$ cat src/rtl/cfg_pkg.sv
// Shared types for the serial configuration slave.
// Assumes: bytes are 8 bits and are transferred MSB first.
package cfg_pkg;
    localparam int BYTE_BITS = 8;

    typedef enum logic [2:0] {
        ST_IDLE,
        ST_RX,
        ST_RX_ACK,
        ST_TX,
        ST_TX_ACK
    } seq_state_t;
endpackage

$ cat src/rtl/line_sync.sv
// Synchronizes one asynchronous bus line into the clk domain.
// It also gives the level one cycle earlier, for edge detection.
// Assumes: the idle bus level is high, so reset fills the chain with ones.
module line_sync #(
    parameter int STAGES = 2
) (
    input  logic clk,
    input  logic rst_n,
    input  logic d,
    output logic q,
    output logic q_prev
);
    logic [STAGES:0] pipe;

    // Shift the line level through the synchronizer plus one history flop.
    always_ff @(posedge clk) begin
        if (!rst_n) pipe <= '1;
        else        pipe <= {pipe[STAGES-1:0], d};
    end

    assign q      = pipe[STAGES-1];
    assign q_prev = pipe[STAGES];
endmodule

$ cat src/rtl/cfg_regbank.sv
// Parallel configuration register bank with one write port.
// Assumes: wr_idx is only meaningful while wr_en is high.
module cfg_regbank #(
    parameter int NREG = 6,
    parameter int IDXW = 4,
    parameter logic [NREG*8-1:0] RST_VALS = '0
) (
    input  logic              clk,
    input  logic              rst_n,
    input  logic              wr_en,
    input  logic [IDXW-1:0]   wr_idx,
    input  logic [7:0]        wr_data,
    output logic [NREG*8-1:0] regs
);
    for (genvar i = 0; i < NREG; i++) begin : g_reg
        // Hold one register; load it when its index is written.
        always_ff @(posedge clk) begin
            if (!rst_n)
                regs[i*8 +: 8] <= RST_VALS[i*8 +: 8];
            else if (wr_en && wr_idx == IDXW'(i))
                regs[i*8 +: 8] <= wr_data;
        end
    end
endmodule

$ cat src/rtl/cfg_seq.sv
// Byte sequencer for the serial configuration slave. It detects start and
// stop, matches the address, skips two header bytes on writes, and
// commits data to an ascending register index. On reads it sends the byte
// count and then the registers.
// Assumes: scl/sda are already synchronized; the host honours standard
// timing, so each bus phase lasts several clk cycles.
module cfg_seq
    import cfg_pkg::*;
#(
    parameter int          NREG       = 6,
    parameter int          IDXW       = 4,
    parameter logic [6:0]  DEV_ADDR   = 7'h69,
    parameter logic [7:0]  BYTE_COUNT = 8'd6
) (
    input  logic              clk,
    input  logic              rst_n,
    input  logic              scl_s,
    input  logic              scl_p,
    input  logic              sda_s,
    input  logic              sda_p,
    input  logic [NREG*8-1:0] rd_regs,
    output logic              sda_oe,
    output logic              wr_en,
    output logic [IDXW-1:0]   wr_idx,
    output logic [7:0]        wr_data,
    output logic              start_p,
    output logic              stop_p
);
    localparam logic [IDXW-1:0] IDX_MAX  = '1;
    localparam logic [3:0]      BITS_END = 4'(BYTE_BITS);

    seq_state_t      state;
    logic [3:0]      bit_cnt;
    logic [IDXW-1:0] byte_idx;
    logic [7:0]      shreg;
    logic            is_read;
    logic            addr_phase;
    logic            host_ack;

    logic            scl_rise, scl_fall;
    logic [IDXW-1:0] idx_next;
    logic [7:0]      tx_next;

    // Decode the bus events from the current and previous sampled levels.
    always_comb begin
        scl_rise = scl_s & ~scl_p;
        scl_fall = ~scl_s & scl_p;
        start_p  = scl_s & scl_p & sda_p & ~sda_s;
        stop_p   = scl_s & scl_p & ~sda_p & sda_s;
    end

    // Next byte index, saturating so a long write never wraps.
    assign idx_next = (byte_idx == IDX_MAX) ? byte_idx : byte_idx + 1'b1;

    // Pick the byte that follows in a read: index 0 is the count, then the registers.
    always_comb begin
        tx_next = 8'h00;
        if (idx_next == '0) tx_next = BYTE_COUNT;
        for (int k = 0; k < NREG; k++)
            if (int'(idx_next) == k + 1) tx_next = rd_regs[k*8 +: 8];
    end

    // Commit a data byte when its eighth bit has been taken, as long as its index is in range.
    always_comb begin
        wr_idx  = byte_idx - IDXW'(2);
        wr_data = shreg;
        wr_en   = (state == ST_RX) && scl_fall && (bit_cnt == BITS_END) &&
                  !addr_phase && (byte_idx >= IDXW'(2)) && (int'(wr_idx) < NREG);
    end

    // Main sequencer: start and stop override everything, and the rest moves on clock-line edges.
    always_ff @(posedge clk) begin
        if (!rst_n) begin
            state      <= ST_IDLE;
            bit_cnt    <= '0;
            byte_idx   <= '0;
            shreg      <= '0;
            is_read    <= 1'b0;
            addr_phase <= 1'b0;
            host_ack   <= 1'b0;
            sda_oe     <= 1'b0;
        end else if (start_p) begin
            state      <= ST_RX;
            addr_phase <= 1'b1;
            bit_cnt    <= '0;
            byte_idx   <= '0;
            sda_oe     <= 1'b0;
        end else if (stop_p) begin
            state  <= ST_IDLE;
            sda_oe <= 1'b0;
        end else begin
            case (state)
                ST_RX: begin
                    if (scl_rise && bit_cnt < BITS_END) begin
                        shreg   <= {shreg[6:0], sda_s};
                        bit_cnt <= bit_cnt + 1'b1;
                    end else if (scl_fall && bit_cnt == BITS_END) begin
                        if (addr_phase && shreg[7:1] != DEV_ADDR) begin
                            state <= ST_IDLE;
                        end else begin
                            sda_oe <= 1'b1;
                            state  <= ST_RX_ACK;
                            if (addr_phase) is_read <= shreg[0];
                        end
                    end
                end
                ST_RX_ACK: begin
                    if (scl_fall) begin
                        bit_cnt    <= '0;
                        addr_phase <= 1'b0;
                        if (addr_phase && is_read) begin
                            shreg  <= BYTE_COUNT;
                            sda_oe <= ~BYTE_COUNT[7];
                            state  <= ST_TX;
                        end else begin
                            sda_oe <= 1'b0;
                            state  <= ST_RX;
                            if (!addr_phase) byte_idx <= idx_next;
                        end
                    end
                end
                ST_TX: begin
                    if (scl_rise) begin
                        bit_cnt <= bit_cnt + 1'b1;
                    end else if (scl_fall) begin
                        if (bit_cnt == BITS_END) begin
                            sda_oe <= 1'b0;
                            state  <= ST_TX_ACK;
                        end else begin
                            shreg  <= {shreg[6:0], 1'b0};
                            sda_oe <= ~shreg[6];
                        end
                    end
                end
                ST_TX_ACK: begin
                    if (scl_rise) begin
                        host_ack <= ~sda_s;
                    end else if (scl_fall) begin
                        if (host_ack) begin
                            byte_idx <= idx_next;
                            shreg    <= tx_next;
                            sda_oe   <= ~tx_next[7];
                            bit_cnt  <= '0;
                            state    <= ST_TX;
                        end else begin
                            state <= ST_IDLE;
                        end
                    end
                end
                default: ;
            endcase
        end
    end
endmodule

$ cat src/rtl/serial_cfg_slave.sv
// Top of the serial configuration slave. It synchronizes the bus lines,
// runs the byte sequencer, holds the register bank and decodes the
// control fields of register 0.
// Assumes: the pad turns sda_oe into a pull-down; register 0 always exists.
module serial_cfg_slave
    import cfg_pkg::*;
#(
    parameter int                NREG        = 6,
    parameter int                SYNC_STAGES = 2,
    parameter logic [6:0]        DEV_ADDR    = 7'h69,
    parameter logic [7:0]        BYTE_COUNT  = 8'd6,
    parameter logic [NREG*8-1:0] RST_VALS    = {{(NREG-1){8'hFF}}, 8'h00}
) (
    input  logic              clk,
    input  logic              rst_n,
    input  logic              scl_in,
    input  logic              sda_in,
    output logic              sda_oe,
    output logic [NREG*8-1:0] cfg_regs,
    output logic              out_tristate,
    output logic              spread_en,
    output logic              spread_down,
    output logic              freq_by_reg,
    output logic [3:0]        freq_code
);
    localparam int IDXW = $clog2(NREG + 3);

    logic            scl_s, scl_p, sda_s, sda_p;
    logic            wr_en, start_p, stop_p;
    logic [IDXW-1:0] wr_idx;
    logic [7:0]      wr_data;

    line_sync #(.STAGES(SYNC_STAGES)) u_scl_sync (
        .clk(clk), .rst_n(rst_n), .d(scl_in), .q(scl_s), .q_prev(scl_p));

    line_sync #(.STAGES(SYNC_STAGES)) u_sda_sync (
        .clk(clk), .rst_n(rst_n), .d(sda_in), .q(sda_s), .q_prev(sda_p));

    cfg_seq #(
        .NREG(NREG), .IDXW(IDXW), .DEV_ADDR(DEV_ADDR), .BYTE_COUNT(BYTE_COUNT)
    ) u_seq (
        .clk(clk), .rst_n(rst_n),
        .scl_s(scl_s), .scl_p(scl_p), .sda_s(sda_s), .sda_p(sda_p),
        .rd_regs(cfg_regs), .sda_oe(sda_oe),
        .wr_en(wr_en), .wr_idx(wr_idx), .wr_data(wr_data),
        .start_p(start_p), .stop_p(stop_p));

    cfg_regbank #(.NREG(NREG), .IDXW(IDXW), .RST_VALS(RST_VALS)) u_bank (
        .clk(clk), .rst_n(rst_n), .wr_en(wr_en), .wr_idx(wr_idx),
        .wr_data(wr_data), .regs(cfg_regs));

    // Break register 0 out into its named control fields.
    always_comb begin
        out_tristate = cfg_regs[0];
        spread_en    = cfg_regs[1];
        freq_by_reg  = cfg_regs[3];
        spread_down  = cfg_regs[7];
        freq_code    = {cfg_regs[2], cfg_regs[6:4]};
    end
endmodule

$ cat config.mk
export PLATFORM = sky130hd
export DESIGN_NAME = serial_cfg_slave
export DESIGN_NICKNAME = d
export VERILOG_FILES = /design/src/rtl/cfg_pkg.sv /design/src/rtl/line_sync.sv /design/src/rtl/cfg_regbank.sv /design/src/rtl/cfg_seq.sv /design/src/rtl/serial_cfg_slave.sv
export SDC_FILE = /design/constraint.sdc
export NUM_CORES = 1
export LEC_CHECK = 0
export BUFFER_PORTS_ARGS = -buffer_cell sky130_fd_sc_hd__buf_4
export CAP_MARGIN = 15
export CORE_UTILIZATION = 52
export CTS_CLUSTER_SIZE = 24
export DETAILED_ROUTE_END_ITERATION = 8
export GPL_TIMING_DRIVEN = 0
export PLACE_DENSITY = 0.77
export SLEW_MARGIN = 20
export SYNTH_ARGS = -nofsm -noshare
export SYNTH_HDL_FRONTEND = slang
export SYNTH_SLANG_ARGS = --single-unit
$ cat constraint.sdc
create_clock -name clk -period 2.3 [get_ports clk]
set_input_delay 0.69 -clock clk [delete_from_list [all_inputs] [get_ports clk]]
set_output_delay 0.69 -clock clk [all_outputs]
set_load 0.05 [all_outputs]
# After elaboration in Yosys (flattened, before gate mapping)
# Cells that the tools add are included.
# Widths: inputs -> output; s select.
[word_totals] inputBits=4 word_cells=180 regBits=77 out_inout_bits=57
[classes] n_bitwise=18 n_addsub=3 mux=62 n_reduce_logical=34 n_eq_ne=43 order_cmp=3
[ops] cell="$mux 8" count=15
[ops] cell="$mux 4" count=13
[ops] cell="$pmux 8 s4" count=1
[ops] cell="$mux 3" count=9
[ops] cell="$eq 4x4->1 const B" count=5
[ops] cell="$ne 2x2->1 const B" count=10
[ops] cell="$reduce_and 9->1" count=2
[ops] cell="$mux 1" count=17
[ops] cell="$eq 4x3->1 const B" count=4
[ops] cell="$ne 4x3->1 const B" count=4
[ops] cell="$ne 4x4->1 const B" count=4
[ops] cell="$pmux 4 s4" count=1
[ops] cell="$reduce_and 8->1" count=2
[ops] cell="$logic_and 1x1->1" count=15
[ops] cell="$ne 2x1->1 const B" count=7
[ops] cell="$eq 4x2->1 const B" count=3
[ops] cell="$pmux 3 s4" count=1
[ops] cell="$reduce_and 12->1" count=1
[ops] cell="$not 1->1" count=11
[ops] cell="$reduce_and 10->1" count=1
[ops] cell="$add 4x1->4 const B" count=2
[ops] cell="$logic_not 4->1" count=2
[ops] cell="$pmux 4 s2" count=1
[ops] cell="$and 1x1->1" count=7
[ops] cell="20 further kinds" count=25

# Longest topological paths before layout
# Gate-level depths: netlist of run 1.
[depth] ltp_word=15 ltp_mapped=10 mapped_depth_nobuf=8

# Cells and area by module
# From an unflattened synthesis of run 1, not the netlist that was laid out.
[unflattened] cells_unflattened=498 hier_area_um2=4262.8
[by_module_without_submodules] mod="cfg_seq" seq_area_each_um2=460.4 cells_per_inst=284 area_per_inst_um2=2123.3 instances=1
[by_module_without_submodules] mod="cfg_regbank" seq_area_each_um2=960.9 cells_per_inst=194 area_per_inst_um2=1921.8 instances=1
[by_module_without_submodules] mod="line_sync" seq_area_each_um2=60.1 cells_per_inst=6 area_per_inst_um2=78.8 instances=2
[by_module_without_submodules] mod="serial_cfg_slave" seq_area_each_um2=0.0 cells_per_inst=8 area_per_inst_um2=60.1 instances=1

# Worst setup path after synthesis of run 1
# OpenSTA, ideal clock, no wires.
[synth_timing] kind="flip-flop to flip-flop" from="register u_seq.byte_idx[1]" to="register u_bank.regs[33]" path_buffers=2 synth_period_minus_slack_ps=2415 path_stages_with_launch=11 setup_slack_ps=-115 setup_time_ps=129 arrival_time_ps=2286 t_required_ps=2171 path_cell_list="dfxtp_1 -> buf_2 -> inv_1 -> ha_1 -> nor2_1 -> a21oi_1 -> o22a_1 -> clkbuf_1 -> o21ai_2 -> mux2i_1 -> nand2_1"
[synth_via] elab_chain_len=4 elab_cells_between_ends=7 classes_between="add/sub: 1; order compare: 2; eq/ne: 1; reduce/logical: 3"
[synth_lines] item="start, declared" line_no="cfg_seq.sv:34" source="logic [IDXW-1:0] byte_idx;"
[synth_lines] item="start signal, assigned" line_no="cfg_seq.sv:118" source="if (!addr_phase) byte_idx <= idx_next;"
[synth_lines] item="start signal, assigned" line_no="cfg_seq.sv:140" source="byte_idx <= idx_next;"
[synth_lines] item="$sub 4x2->4 or $ge 4x2->1 (tied branches)" line_no="cfg_seq.sv:65, cfg_seq.sv:68"
[synth_lines] item="$lt 4x3->1 or $logic_and 1x1->1 (tied branches)" line_no="cfg_seq.sv:68" source="!addr_phase && (byte_idx >= IDXW'(2)) && (int'(wr_idx) < NREG);"
[synth_lines] item="$logic_and 1x1->1" line_no="cfg_seq.sv:68"
[synth_lines] item="$logic_and 1x1->1 (*)" line_no="cfg_regbank.sv:20" source="else if (wr_en && wr_idx == IDXW'(i))"
[synth_lines] item="end signal, assigned by index" line_no="cfg_regbank.sv:19" source="regs[i*8 +: 8] <= RST_VALS[i*8 +: 8];"
[synth_lines] item="end signal, assigned by index" line_no="cfg_regbank.sv:21" source="regs[i*8 +: 8] <= wr_data;"
[synth_lines] item="end, declared" line_no="cfg_regbank.sv:13" source="output logic [NREG*8-1:0] regs"
# Every way passes the cells marked *; elsewhere a longest branch is shown, timed or not.
# A chain may end at the register's enable or synchronous reset.

# Worst setup path after layout of run 1
[layout_timing] from="register u_seq.byte_idx[1]" to="register u_seq.shreg[4] (netlist: u_seq.wr_data[4])"
[layout_via] elab_chain_len=13 elab_cells_between_ends=19 classes_between="add/sub: 1; eq/ne: 7; mux: 11"
[layout_lines] item="$add 4x1->4 or $eq 4x4->1 (tied branches)" line_no="cfg_seq.sv:53" source="assign idx_next = (byte_idx == IDX_MAX) ? byte_idx : byte_idx + 1'b1;"
[layout_lines] item="$mux 4 (*)" line_no="cfg_seq.sv:53"
[layout_lines] item="$eq 4x2->1" line_no="cfg_seq.sv:60" source="if (int'(idx_next) == k + 1) tx_next = rd_regs[k*8 +: 8];"
[layout_lines] item="$mux 8 (5 in series)" line_no="cfg_seq.sv:60"
[layout_lines] item="$mux 8 (*)" line_no="cfg_seq.sv:60"
[layout_lines] item="$mux 8 (*)" line_no="cfg_seq.sv:139" source="if (host_ack) begin"
[layout_lines] item="$mux 8 (*)" line_no="cfg_seq.sv:138" source="end else if (scl_fall) begin"
[layout_lines] item="$mux 8 (*)" line_no="cfg_seq.sv:136" source="if (scl_rise) begin"
[layout_lines] item="$pmux 8 s4 (*)" line_no="cfg_seq.sv:92" source="case (state)"
[layout_lines] item="end signal, assigned" line_no="cfg_seq.sv:95" source="shreg <= {shreg[6:0], sda_s};"
[layout_lines] item="end signal, assigned" line_no="cfg_seq.sv:130" source="shreg <= {shreg[6:0], 1'b0};"
[layout_lines] item="end signal, assigned" line_no="cfg_seq.sv:141" source="shreg <= tx_next;"
[layout_lines] item="end, declared" line_no="cfg_seq.sv:35" source="logic [7:0] shreg;"
# Every way passes the cells marked *; elsewhere a longest branch is shown, timed or not. The select of a mux whose other input is x is not followed.

==> flow_summary_export.csv, run 1 <==
group,metric,value,unit
drt,post-route-drc-count,0,
sta,final-hold-violation-count,0,
yosys,synth_xor_area_frac,0.006397,
placed_design,port-buffer-count,60,
die,row_count,32,
sta,final.setup_skew,0.01172,ns
drt,totalWireLength,12.05,mm
yosys,syn_inst,490,
global_route,grt_use_total,0.2892,
critical_path,setup_slack_reg_to_reg,0.05,ns
yosys,synth_area_leaders,"sky130_fd_sc_hd__dfxtp_1 (38%), sky130_fd_sc_hd__mux2i_1 (12%), sky130_fd_sc_hd__nand2_1 (7.5%)",
power_and_ir_drop,power_frac_comb,0.040,
yosys,avgSynthCellArea,8.383,um2
sta,fmaxAchievable,444.6,MHz
sta,final_worst_path_cycle_share,0.9779,
cells_and_area,fraction_of_final_layout_cells_sized_beyond_drive_strength_1,0.2716,
critical_path,setup.worst_path.start_class,"flip-flop",
cts,tritoncts.num_buffers,9,
die,ioPinCount,61,
power_and_ir_drop,power.ir.vdd_worst,0.4657,mV
cells_and_area,filler_cells,588,
die,dieWidth,90.88,um
cells_and_area,num_antenna_cells,0,
hold_path,hold_path.startpoint,"u_sda_sync.pipe[0]",
yosys,ys_dominant_reg_cell,"sky130_fd_sc_hd__dfxtp_1",
cells_and_area,post-route-cell-area,5410,um2
yosys,synth-compound-area-share,0.1782,
global_route,antenna_found_initial,0,
die,dieArea,8259,um2
drt,detail-route-antenna-nets,0,
yosys,synth_top_family_by_area,"simple AND/OR/NAND/NOR gates",
flow_run,cap_viol_max_count,0,
yosys,post-synth-top-area-fraction,0.3753,
power_and_ir_drop,leakage,2.419,nW
die,fp.coreArea,7687,um2
yosys,async_sr_flop_fraction,0,
yosys,mappedNetlistNets,504,
status,run_status,"completed",
drt,wl_cell,17.71,um
drt,drt_iter0_drc,313,
placed_design,dpl-instance-area,4741,um2
cts,clock_sinks,77,
yosys,yosys.area_share.simple,0.2135,
critical_path,reg_to_reg_start,"u_seq.byte_idx[1]",
yosys,synth_fa_ha_area_frac,0.03046,
critical_path,end_kind,"flip-flop",
sta,grt_setup_unrepaired,"true",
die,effective_utilization_at_floorplan,0.5343,
power_and_ir_drop,p_sw_frac,0.2317,
placed_design,gp_congestion,0.9720,
power_and_ir_drop,p_clk_frac,0.437,
yosys,yosys_top_cell_by_area,"sky130_fd_sc_hd__dfxtp_1",
critical_path,crit_fanout,6,
drt,route.vias.total,3991,
critical_path,r2r.worst_path.cells,10,
power_and_ir_drop,internal_power,1.979,mW
drt,post_drt_via_cell_ratio,5.869,
hold_path,min-delay-path-class,"flip-flop to flip-flop",
yosys,number_of_enable_type_register_cells_in_the_synthesized_netlist,0,
cells_and_area,layout_stage_area_growth_over_the_synthesis_result,31.71,%
die,dieHeight,90.88,um
cts,clk-insertion-delay-late,0.35,ns
yosys,synth.yosys.seq_area_share,0.3753,
sta,hold-worst-slack,0.4119,ns
global_route,first_pass_grt_wire_length,18.83,mm
yosys,register_bit_total_from_synthesis,77,
cts,tritoncts,"done",
hold_path,min_delay_path_depth,1,
cts,clock_tree.htree_level_count,3,
critical_path,worstPathArrival,2.51,ns
yosys,mappedNetlistArea,4108,um2
cts,worst_setup_hold_path_clk_slew,0.08,ns
cells_and_area,nets,588,
yosys,synthMuxAreaShare,0.1298,
yosys,post-synth-top-count-cell,"sky130_fd_sc_hd__nand2_1",
yosys,ys.warnings.count,0,
power_and_ir_drop,power-per-cell-area,476.1,nW/um2
critical_path,worstPathRequired,2.56,ns
sta,report.final.slew_viol_count,0,
critical_path,worst-setup-path-type,"flip-flop to flip-flop",
cts,max-clock-path-buffers,2,
global_route,grt_start_max_net_pins,14,
global_route,grt-ovfl-total,0,
critical_path,critical_path.reg2reg.endpoint,"u_seq.wr_data[4]",
power_and_ir_drop,power.total,2.576,mW
cells_and_area,postLayoutCoreUtil,0.7038,
yosys,synth.cells.most_frequent,"sky130_fd_sc_hd__nand2_1 (82), sky130_fd_sc_hd__dfxtp_1 (77), sky130_fd_sc_hd__mux2i_1 (51), sky130_fd_sc_hd__nor2_1 (34), sky130_fd_sc_hd__a21oi_1 (24)",
yosys,synth.distinct_cells,60,
global_route,grt_pass1_vias,3678,
drt,drtPass1Iterations,5,
power_and_ir_drop,switching_power,0.5967,mW
hold_path,min_delay_worst_endpoint,"u_sda_sync.pipe[1]",
cts,clk_root_buffer_cell,"sky130_fd_sc_hd__clkbuf_8",
power_and_ir_drop,seqPwrFrac,0.523,
placed_design,hpwlAfterDp,8.138,mm
sta,timing.max_slew.rel_slack,0.5764,
sta,timing.final.crit_period,2.249,ns
sta,tightest_slew,0.6354,ns
sta,setup_viol,0,
flip-flops by register name (all words and copies together), names as in the netlist, 3 cells and up:
signal,flops
u_scl_sync.pipe,3
u_sda_sync.pipe,3
u_seq.byte_idx,4
u_seq.state,3
u_seq.wr_data,8
u_seq.bit_cnt,4
u_bank.regs,48
what timing repair did:
item	CTS	global route
endpoints found under the setup margin	57	57
hold buffers	0	0
pin swaps	9	10
resized for setup	28	35
buffers inserted	9	5
metal layers:
metal | part of all wire | vias up | wire (um) | GRT usage
met5 | 0 | - | 0 | 0
met1 | 0.43 | 1912 | 5177 | 0.3970
met4 | 0.014 | 0 | 164 | 0.08201
met2 | 0.49 | 166 | 5848 | 0.4703
met3 | 0.071 | 16 | 854 | 0.04461
li1 | - | 1897 | - | -
power by group through the flow:
| stage | combinational (mW) | sequential, mW | clock [mW] |
|---|---|---|---|
| 3_5_place_dp | 0.0979 | 1.38 | 0 |
| 4_1_cts | 0.0988 | 1.35 | 1.13 |
| 5_1_grt | 0.110 | 1.35 | 1.20 |
| 3_3_place_gp | 0.0962 | 1.38 | 0 |
| 6_report | 0.103 | 1.35 | 1.13 |
| 2_1_floorplan | 0.0685 | 1.38 | 0 |
through the flow:
step / instances / setup slack, ns / TNS, ns
2_1_floorplan: 490 / 0.009618 / 0
3_3_place_gp: 652 / -0.4516 / -11.69
3_5_place_dp: 652 / -0.5169 / -14.90
4_1_cts: 675 / -0.0003664 / -0.0003664
5_1_grt: 680 / -0.03643 / -0.3805
6_report: 680 / 0.05080 / 0
cells by family after synthesis:
family,count (synthesis)
buffers and inverters,55
multiplexers,53
adder cells (fa/ha/maj),10
XOR/XNOR,3
AND/OR/NAND/NOR,185
flip-flops,77
AO/OA/AOI/OAI,107
worst max-delay path, cell delays in order (launching register included):
cell	delay, ns
sky130_fd_sc_hd__dfxtp_4	0.41
sky130_fd_sc_hd__buf_12	0.11
sky130_fd_sc_hd__clkinvlp_4	0.14
sky130_fd_sc_hd__ha_4	0.26
sky130_fd_sc_hd__nor2b_4	0.13
sky130_fd_sc_hd__nor3_2	0.22
sky130_fd_sc_hd__a21oi_4	0.13
sky130_fd_sc_hd__buf_6	0.15
sky130_fd_sc_hd__o2111ai_2	0.22
sky130_fd_sc_hd__o21ai_1	0.12
sky130_fd_sc_hd__a311oi_1	0.26
cell type report:
| class | count | area, um2 | share of cell area |
|---|---|---|---|
| clock inverters | 6 | 87.58 | 0.01619 |
| clock buffers | 9 | 123.9 | 0.02290 |
| plain buffers | 36 | 256.5 | 0.04741 |
| multi-input cells | 358 | 2546 | 0.4706 |
| inverters | 18 | 71.32 | 0.01318 |
| repair buffers | 74 | 646.9 | 0.1196 |
| well taps | 102 | 127.6 | 0.02359 |
| flip-flops and latches | 77 | 1550 | 0.2865 |
placed cells by master, fill, tap and decap left out, types with 16 or more instances in the layout:
| cell | count |
|---|---|
| sky130_fd_sc_hd__a21oi_1 | 22 |
| sky130_fd_sc_hd__inv_1 | 16 |
| sky130_fd_sc_hd__o21ai_0 | 16 |
| sky130_fd_sc_hd__mux2i_1 | 51 |
| sky130_fd_sc_hd__nand2_1 | 80 |
| sky130_fd_sc_hd__nand3_1 | 16 |
| sky130_fd_sc_hd__dfxtp_1 | 74 |
| sky130_fd_sc_hd__buf_4 | 74 |
| sky130_fd_sc_hd__nor2_1 | 33 |
| sky130_fd_sc_hd__nand2b_1 | 16 |
worst max path at each step:
stage / startpoint / end / slack, ns
3_5_place_dp: u_seq.byte_idx[1] / u_seq.wr_data[7] / -0.52
5_1_grt: u_seq.byte_idx[1] / u_bank.regs[45] / -0.04
4_1_cts: u_seq.byte_idx[1] / u_seq.wr_data[7] / -0.0004
6_report: u_seq.byte_idx[1] / u_seq.wr_data[4] / 0.05
2_1_floorplan: u_seq.byte_idx[1] / u_bank.regs[33] / 0.01
3_3_place_gp: u_seq.byte_idx[1] / u_seq.wr_data[7] / -0.45
No activity file was read; power rests on OpenSTA's default activity.
==> run 2: changes to the inputs <==
REMOVE_ABC_BUFFERS = 1   (was unset)
==> run 2 against run 1 <==
Net effect:
- the flow now finishes with violations (DRC)
- sequential power is essentially flat
- power shrank 4.2%
- sequential share of layout area grew 1.6 points
- first-iteration DRC count up 0.64%
- routed wire length down 5.4%
- clock skew shrank 0.0011 ns
- combinational power fell by 19%
- largest cell class unchanged
- largest power group unchanged
==> flow_summary_export.csv, run 2 (synthesis results as in run 1) <==
group,metric,value,unit
die,dieHeight,90.88,um
cells_and_area,fraction_of_final_layout_cells_sized_beyond_drive_strength_1,0.2527,
power_and_ir_drop,internal_power,1.890,mW
drt,drtPass1Iterations,7,
power_and_ir_drop,power.ir.vdd_worst,0.3272,mV
die,row_count,32,
critical_path,worstPathRequired,2.52,ns
cts,max-clock-path-buffers,2,
drt,wl_cell,17.59,um
cts,clock_tree.htree_level_count,3,
die,fp.coreArea,7687,um2
critical_path,cp_slowest_stage_delay,0.39,ns
cells_and_area,layout_common_cells,"sky130_fd_sc_hd__nand2_1 (81), sky130_fd_sc_hd__dfxtp_1 (70), sky130_fd_sc_hd__buf_4 (67)",
placed_design,dpl-instance-area,4481,um2
global_route,grt-ovfl-total,0,
cts,clk-insertion-delay-late,0.36,ns
global_route,antenna_found_initial,0,
power_and_ir_drop,p_sw_frac,0.2337,
sta,final-hold-violation-count,0,
critical_path,setup.worst_path.start_class,"flip-flop",
hold_path,min_delay_path_depth,1,
global_route,grt_use_total,0.2782,
sta,setup_viol,0,
sta,final_critical_path_setup_slack,0.06318,ns
global_route,grt_pass1_vias,3557,
drt,route.vias.total,3893,
power_and_ir_drop,power_frac_comb,0.034,
cts,worst_setup_hold_path_clk_slew,0.08,ns
sta,tightest_slew,0.5682,ns
critical_path,timing.critical_path.buf_inv,1,
cts,tritoncts,"done",
critical_path,cell_by_cell_listing_of_the_critical_path,"clkinvlp_4, ha_2, a31oi_1, a22o_4, a211oi_1, o221ai_1, nand2_1, a221oi_1",
placed_design,placed_cells,615,
critical_path,crit_fanout,11,
status,failed_checks,"DRC",
die,dieArea,8259,um2
flow_run,cap_viol_max_count,0,
power_and_ir_drop,power.total,2.467,mW
drt,post-route-drc-count,1,
sta,report.final.slew_viol_count,0,
critical_path,end_kind,"flip-flop",
sta,final_worst_path_cycle_share,0.9725,
cells_and_area,nets,556,
sta,grt_setup_unrepaired,"false",
critical_path,worstPathArrival,2.46,ns
power_and_ir_drop,seqPwrFrac,0.547,
cts,clk_root_buffer_cell,"sky130_fd_sc_hd__clkbuf_8",
global_route,grt_start_max_net_pins,52,
cts,tritoncts.num_buffers,9,
status,run_status,"finished, violations left",
power_and_ir_drop,p_clk_frac,0.419,
cells_and_area,largest_reg_flops,48,
drt,totalWireLength,11.40,mm
hold_path,min-delay-path-class,"flip-flop to flip-flop",
drt,post_drt_via_cell_ratio,6.008,
global_route,grtUsageMet2,0.4552,
sta,final.setup_skew,0.01059,ns
critical_path,r2r.worst_path.cells,8,
critical_path,critPathTopFamily,"compound AO/OA/AOI/OAI gates",
cells_and_area,layout.cells.most_common,"sky130_fd_sc_hd__nand2_1",
drt,detail-route-antenna-nets,0,
drt,drt_iter0_drc,315,
power_and_ir_drop,power-per-cell-area,478.4,nW/um2
critical_path,worst-path-stages,8,
cells_and_area,regMostFlops,"u_bank.regs",
cells_and_area,num_antenna_cells,0,
global_route,first_pass_grt_wire_length,18.20,mm
global_route,top_usage_layer,"met2",
cells_and_area,postLayoutCoreUtil,0.6707,
sta,timing.final.crit_period,2.237,ns
placed_design,port-buffer-count,60,
die,effective_utilization_at_floorplan,0.5343,
power_and_ir_drop,switching_power,0.5764,mW
cells_and_area,post-route-cell-area,5156,um2
cts,clock_sinks,77,
global_route,global_route.usage.met1,0.3764,
global_route,met3_usage,0.03956,
sta,fmaxAchievable,447.1,MHz
critical_path,timing.critical_path.slowest_stage_cell,"sky130_fd_sc_hd__dfxtp_4",
placed_design,place_worst_setup_slack,-0.6351,ns
placed_design,gp_congestion,0.8923,
placed_design,hpwlAfterDp,7.039,mm
cells_and_area,layout_stage_area_growth_over_the_synthesis_result,25.53,%
critical_path,worst-setup-path-type,"flip-flop to flip-flop",
die,dieWidth,90.88,um
power_and_ir_drop,leakage,2.253,nW
cells_and_area,layoutNonFillerInstCount,648,
sta,timing.max_slew.rel_slack,0.6189,
die,ioPinCount,61,
-- run 2: cell count changes in the layout (fill, tap and decap cells not counted), moves of 3 or more --
cell,change
sky130_fd_sc_hd__buf_2,-9
sky130_fd_sc_hd__buf_4,-7
sky130_fd_sc_hd__buf_6,-3
sky130_fd_sc_hd__buf_8,-3
sky130_fd_sc_hd__clkbuf_1,-10
sky130_fd_sc_hd__dfxtp_1,-4
sky130_fd_sc_hd__o21ai_0,+4
sky130_fd_sc_hd__o21ai_1,-4
-- run 2: what timing repair did --
action                                  4_1_cts  5_1_grt
endpoints found under the setup margin       57       55
gates resized for setup                      32       25
hold buffers                                  0        0
gates cloned                                  3        1
pin swaps                                     6        5
buffers inserted                             11        3
-- run 2: final cells by class --
class,count,area (um2)
tap,102,127.6
sequential,77,1560
fill,644,2531
timing repair buffer,74,634.4
clock inverter,5,58.81
clock buffer,10,137.6
inverter,18,71.32
multi-input combinational,362,2566
-- run 2: worst reg2reg max path, stage by stage (launching register included) --
cell	delay, ns
sky130_fd_sc_hd__dfxtp_4	0.39
sky130_fd_sc_hd__clkinvlp_4	0.16
sky130_fd_sc_hd__ha_2	0.37
sky130_fd_sc_hd__a31oi_1	0.05
sky130_fd_sc_hd__a22o_4	0.31
sky130_fd_sc_hd__a211oi_1	0.35
sky130_fd_sc_hd__o221ai_1	0.21
sky130_fd_sc_hd__nand2_1	0.18
sky130_fd_sc_hd__a221oi_1	0.09
-- run 2: layer usage --
| layer | wire length [um] | share of wire | vias up |
|---|---|---|---|
| li1 | - | - | 1848 |
| met5 | 0 | 0 | - |
| met2 | 5485 | 0.48 | 181 |
| met4 | 197 | 0.017 | 0 |
| met3 | 792 | 0.069 | 24 |
| met1 | 4924 | 0.43 | 1840 |
-- run 2: power by group through the flow --
stage / sequential, mW / clock (mW) / combinational, mW
2_1_floorplan: 1.38 / 0 / 0.0507
3_3_place_gp: 1.38 / 0 / 0.0800
3_5_place_dp: 1.39 / 0 / 0.0809
4_1_cts: 1.35 / 1.04 / 0.0813
5_1_grt: 1.35 / 1.11 / 0.0926
6_report: 1.35 / 1.03 / 0.0837
-- run 2: worst paths after layout --
| check | from | to | slack, ns |
|---|---|---|---|
| max | u_seq.byte_idx[1] | u_seq.wr_data[7] | 0.06 |
| min | u_scl_sync.pipe[0] | u_scl_sync.pipe[1] | 0.42 |
| max reg2reg | u_seq.byte_idx[1] | u_seq.wr_data[7] | 0.06 |
| min reg2reg | u_scl_sync.pipe[0] | u_scl_sync.pipe[1] | 0.42 |
-- run 2: through the flow --
step	hold slack, ns	setup TNS, ns
3_5_place_dp	0.3984	-30.31
6_report	0.4173	0
2_1_floorplan	0.3863	-3.800
3_3_place_gp	0.3876	-26.95
5_1_grt	0.4237	0
4_1_cts	0.4192	0
==> run 3: changes to the inputs <==
BUFFER_PORTS_ARGS = unset   (was -buffer_cell sky130_fd_sc_hd__buf_4)
CORE_UTILIZATION = 57   (was 52)
DONT_BUFFER_PORTS = 1   (was unset)
PLACE_DENSITY = 0.75   (was 0.77)
==> run 3 against run 2 <==
Net effect:
- power up 2.7%
- critical path type unchanged
- worst setup slack better by 0.037 ns
- sequential share of layout area up 3.2 points
- the flow now finishes without violations
- sequential power about the same
- first-iteration DRC count down 11%
- largest cell class unchanged
- via count down 4.7%
- clock power up 9%
- global-route usage up 2.2 points
- non-clock buffer count down 59
==> flow_summary_export.csv, run 3 (synthesis results as in run 1) <==
group,metric,value,unit
global_route,grt_use_total,0.2999,
cells_and_area,postLayoutCoreUtil,0.6791,
global_route,grt-ovfl-total,0,
power_and_ir_drop,leakage,2.015,nW
critical_path,worst-path-stages,7,
cells_and_area,nets,494,
cts,clock_tree.htree_level_count,3,
critical_path,end_kind,"flip-flop",
critical_path,cell_by_cell_listing_of_the_critical_path,"nor3b_2, nand3_2, nor4_4, o21ai_4, buf_12, mux2i_1, nand2_1",
cts,worst_setup_hold_path_clk_slew,0.10,ns
critical_path,crit_fanout,17,
critical_path,timing.critical_path.buf_inv,1,
power_and_ir_drop,power.total,2.533,mW
cts,clk_root_buffer_cell,"sky130_fd_sc_hd__clkbuf_8",
die,dieWidth,86.89,um
sta,fmaxAchievable,454.5,MHz
critical_path,critical_path.reg2reg.endpoint,"u_bank.regs[34]",
critical_path,r2r.worst_path.cells,7,
critical_path,worstPathRequired,2.57,ns
critical_path,reg_to_reg_start,"u_seq.state[0]",
sta,timing.final.crit_period,2.200,ns
placed_design,port-buffer-count,0,
drt,post-route-drc-count,0,
critical_path,worst-setup-path-type,"flip-flop to flip-flop",
cells_and_area,num_antenna_cells,0,
critical_path,worstPathArrival,2.47,ns
critical_path,timing.critical_path.slowest_stage_cell,"sky130_fd_sc_hd__dfxtp_2",
critical_path,critPathTopFamily,"simple AND/OR/NAND/NOR gates",
cells_and_area,layout.cells.most_common,"sky130_fd_sc_hd__nand2_1",
sta,tightest_slew,1.054,ns
die,dieArea,7550,um2
critical_path,setup_slack_reg_to_reg,0.1,ns
drt,detail-route-antenna-nets,0,
sta,hold-worst-slack,0.3737,ns
global_route,grt_start_max_net_pins,52,
sta,final.setup_skew,0.01086,ns
critical_path,setup.worst_path.start_class,"flip-flop",
cts,tritoncts,"done",
drt,route.vias.total,3710,
sta,report.final.slew_viol_count,0,
cells_and_area,layout_common_cells,"sky130_fd_sc_hd__nand2_1 (82), sky130_fd_sc_hd__dfxtp_1 (71), sky130_fd_sc_hd__mux2i_1 (51)",
status,run_status,"completed",
drt,drt_iter0_drc,281,
power_and_ir_drop,power-per-cell-area,543.0,nW/um2
drt,wl_cell,19.20,um
sta,totalNegativeSetupSlack,0,ns
cells_and_area,regMostFlops,"u_bank.regs",
drt,drtPass1Iterations,5,
sta,timing.max_slew.rel_slack,0.2964,
global_route,grt_pass1_vias,3400,
placed_design,hpwlAfterDp,6.696,mm
cts,clock_sinks,77,
sta,final_worst_path_cycle_share,0.9565,
global_route,first_pass_grt_wire_length,17.19,mm
critical_path,cp_slowest_stage_delay,0.51,ns
cells_and_area,largest_reg_flops,48,
power_and_ir_drop,power.ir.vdd_worst,0.3709,mV
placed_design,placed_cells,549,
cts,tritoncts.num_buffers,9,
cells_and_area,fraction_of_final_layout_cells_sized_beyond_drive_strength_1,0.1526,
drt,post_drt_via_cell_ratio,6.386,
critical_path,critical_path.endpoint,"u_bank.regs[34]",
cells_and_area,layout_stage_area_growth_over_the_synthesis_result,13.55,%
die,row_count,30,
cts,max-clock-path-buffers,2,
sta,setup_viol,0,
die,dieHeight,86.89,um
cts,cts_hold_repair.buffers,0,
placed_design,gp_congestion,0.9470,
die,fp.coreArea,6869,um2
die,ioPinCount,61,
die,effective_utilization_at_floorplan,0.5980,
cts,clk-insertion-delay-late,0.37,ns
flow_run,cap_viol_max_count,0,
global_route,antenna_found_initial,0,
drt,totalWireLength,11.16,mm
cells_and_area,layoutNonFillerInstCount,581,
critical_path,startpoint,"u_seq.state[0]",
sta,final-hold-violation-count,0,
hold_path,min-delay-path-class,"input port to flip-flop",
hold_path,min_delay_path_depth,1,
==> run 3: cell count changes in the layout (fill, tap and decap cells not counted), moves of 2 or more <==
cell,before,now
sky130_fd_sc_hd__inv_8,0,2
sky130_fd_sc_hd__inv_2,0,2
sky130_fd_sc_hd__buf_4,67,9
sky130_fd_sc_hd__clkinvlp_4,3,1
sky130_fd_sc_hd__inv_6,1,3
sky130_fd_sc_hd__nor3_2,3,1
==> run 3: how the worst min path moves through the flow <==
| stage | to | start |
|---|---|---|
| 2_1_floorplan | u_scl_sync.pipe[1] | u_scl_sync.pipe[0] |
| 3_3_place_gp | u_scl_sync.pipe[1] | u_scl_sync.pipe[0] |
| 3_5_place_dp | u_scl_sync.pipe[1] | u_scl_sync.pipe[0] |
| 4_1_cts | u_bank.regs[20] | rst_n |
| 5_1_grt | u_bank.regs[20] | rst_n |
| 6_report | u_bank.regs[21] | rst_n |
==> run 3: metrics by stage <==
step / cell area (um2) / setup WS (ns)
finish: 4664 / 0.09998
detailed placement: 4023 / -0.6345
global route: 4664 / -0.05393
CTS: 4478 / 0.01511
global placement: 4023 / -0.5424
floorplan: 3902 / -0.1177
==> run 3: what timing repair did <==
item / in CTS / in global routing
setup endpoints to repair: 57 / 57
resized for setup: 29 / 23
setup buffers: 8 / 7
pin swaps: 6 / 2
gates cloned: 1 / 0
==> run 3: routing by layer <==
| metal | GRT usage | vias up | part of all wire |
|---|---|---|---|
| li1 | - | 1711 | - |
| met1 | 0.3860 | 1778 | 0.41 |
| met2 | 0.4689 | 186 | 0.48 |
| met3 | 0.07678 | 35 | 0.080 |
| met4 | 0.1439 | 0 | 0.031 |
| met5 | 0 | - | 0 |
==> run 3: power by group <==
part	internal, mW	total [mW]	switching, mW
clock	0.528	1.12	0.587
sequential	1.34	1.35	0.0132
combinational	0.0242	0.0678	0.0436
==> run 3: area by class of cell <==
type / count / area (um2)
flip-flops and latches: 77 / 1559
well taps: 96 / 120.1
clock inverters: 7 / 86.33
repair buffers: 15 / 187.7
fillers: 543 / 2205
multi-input cells: 359 / 2520
clock buffers: 9 / 123.9
inverters: 18 / 67.56
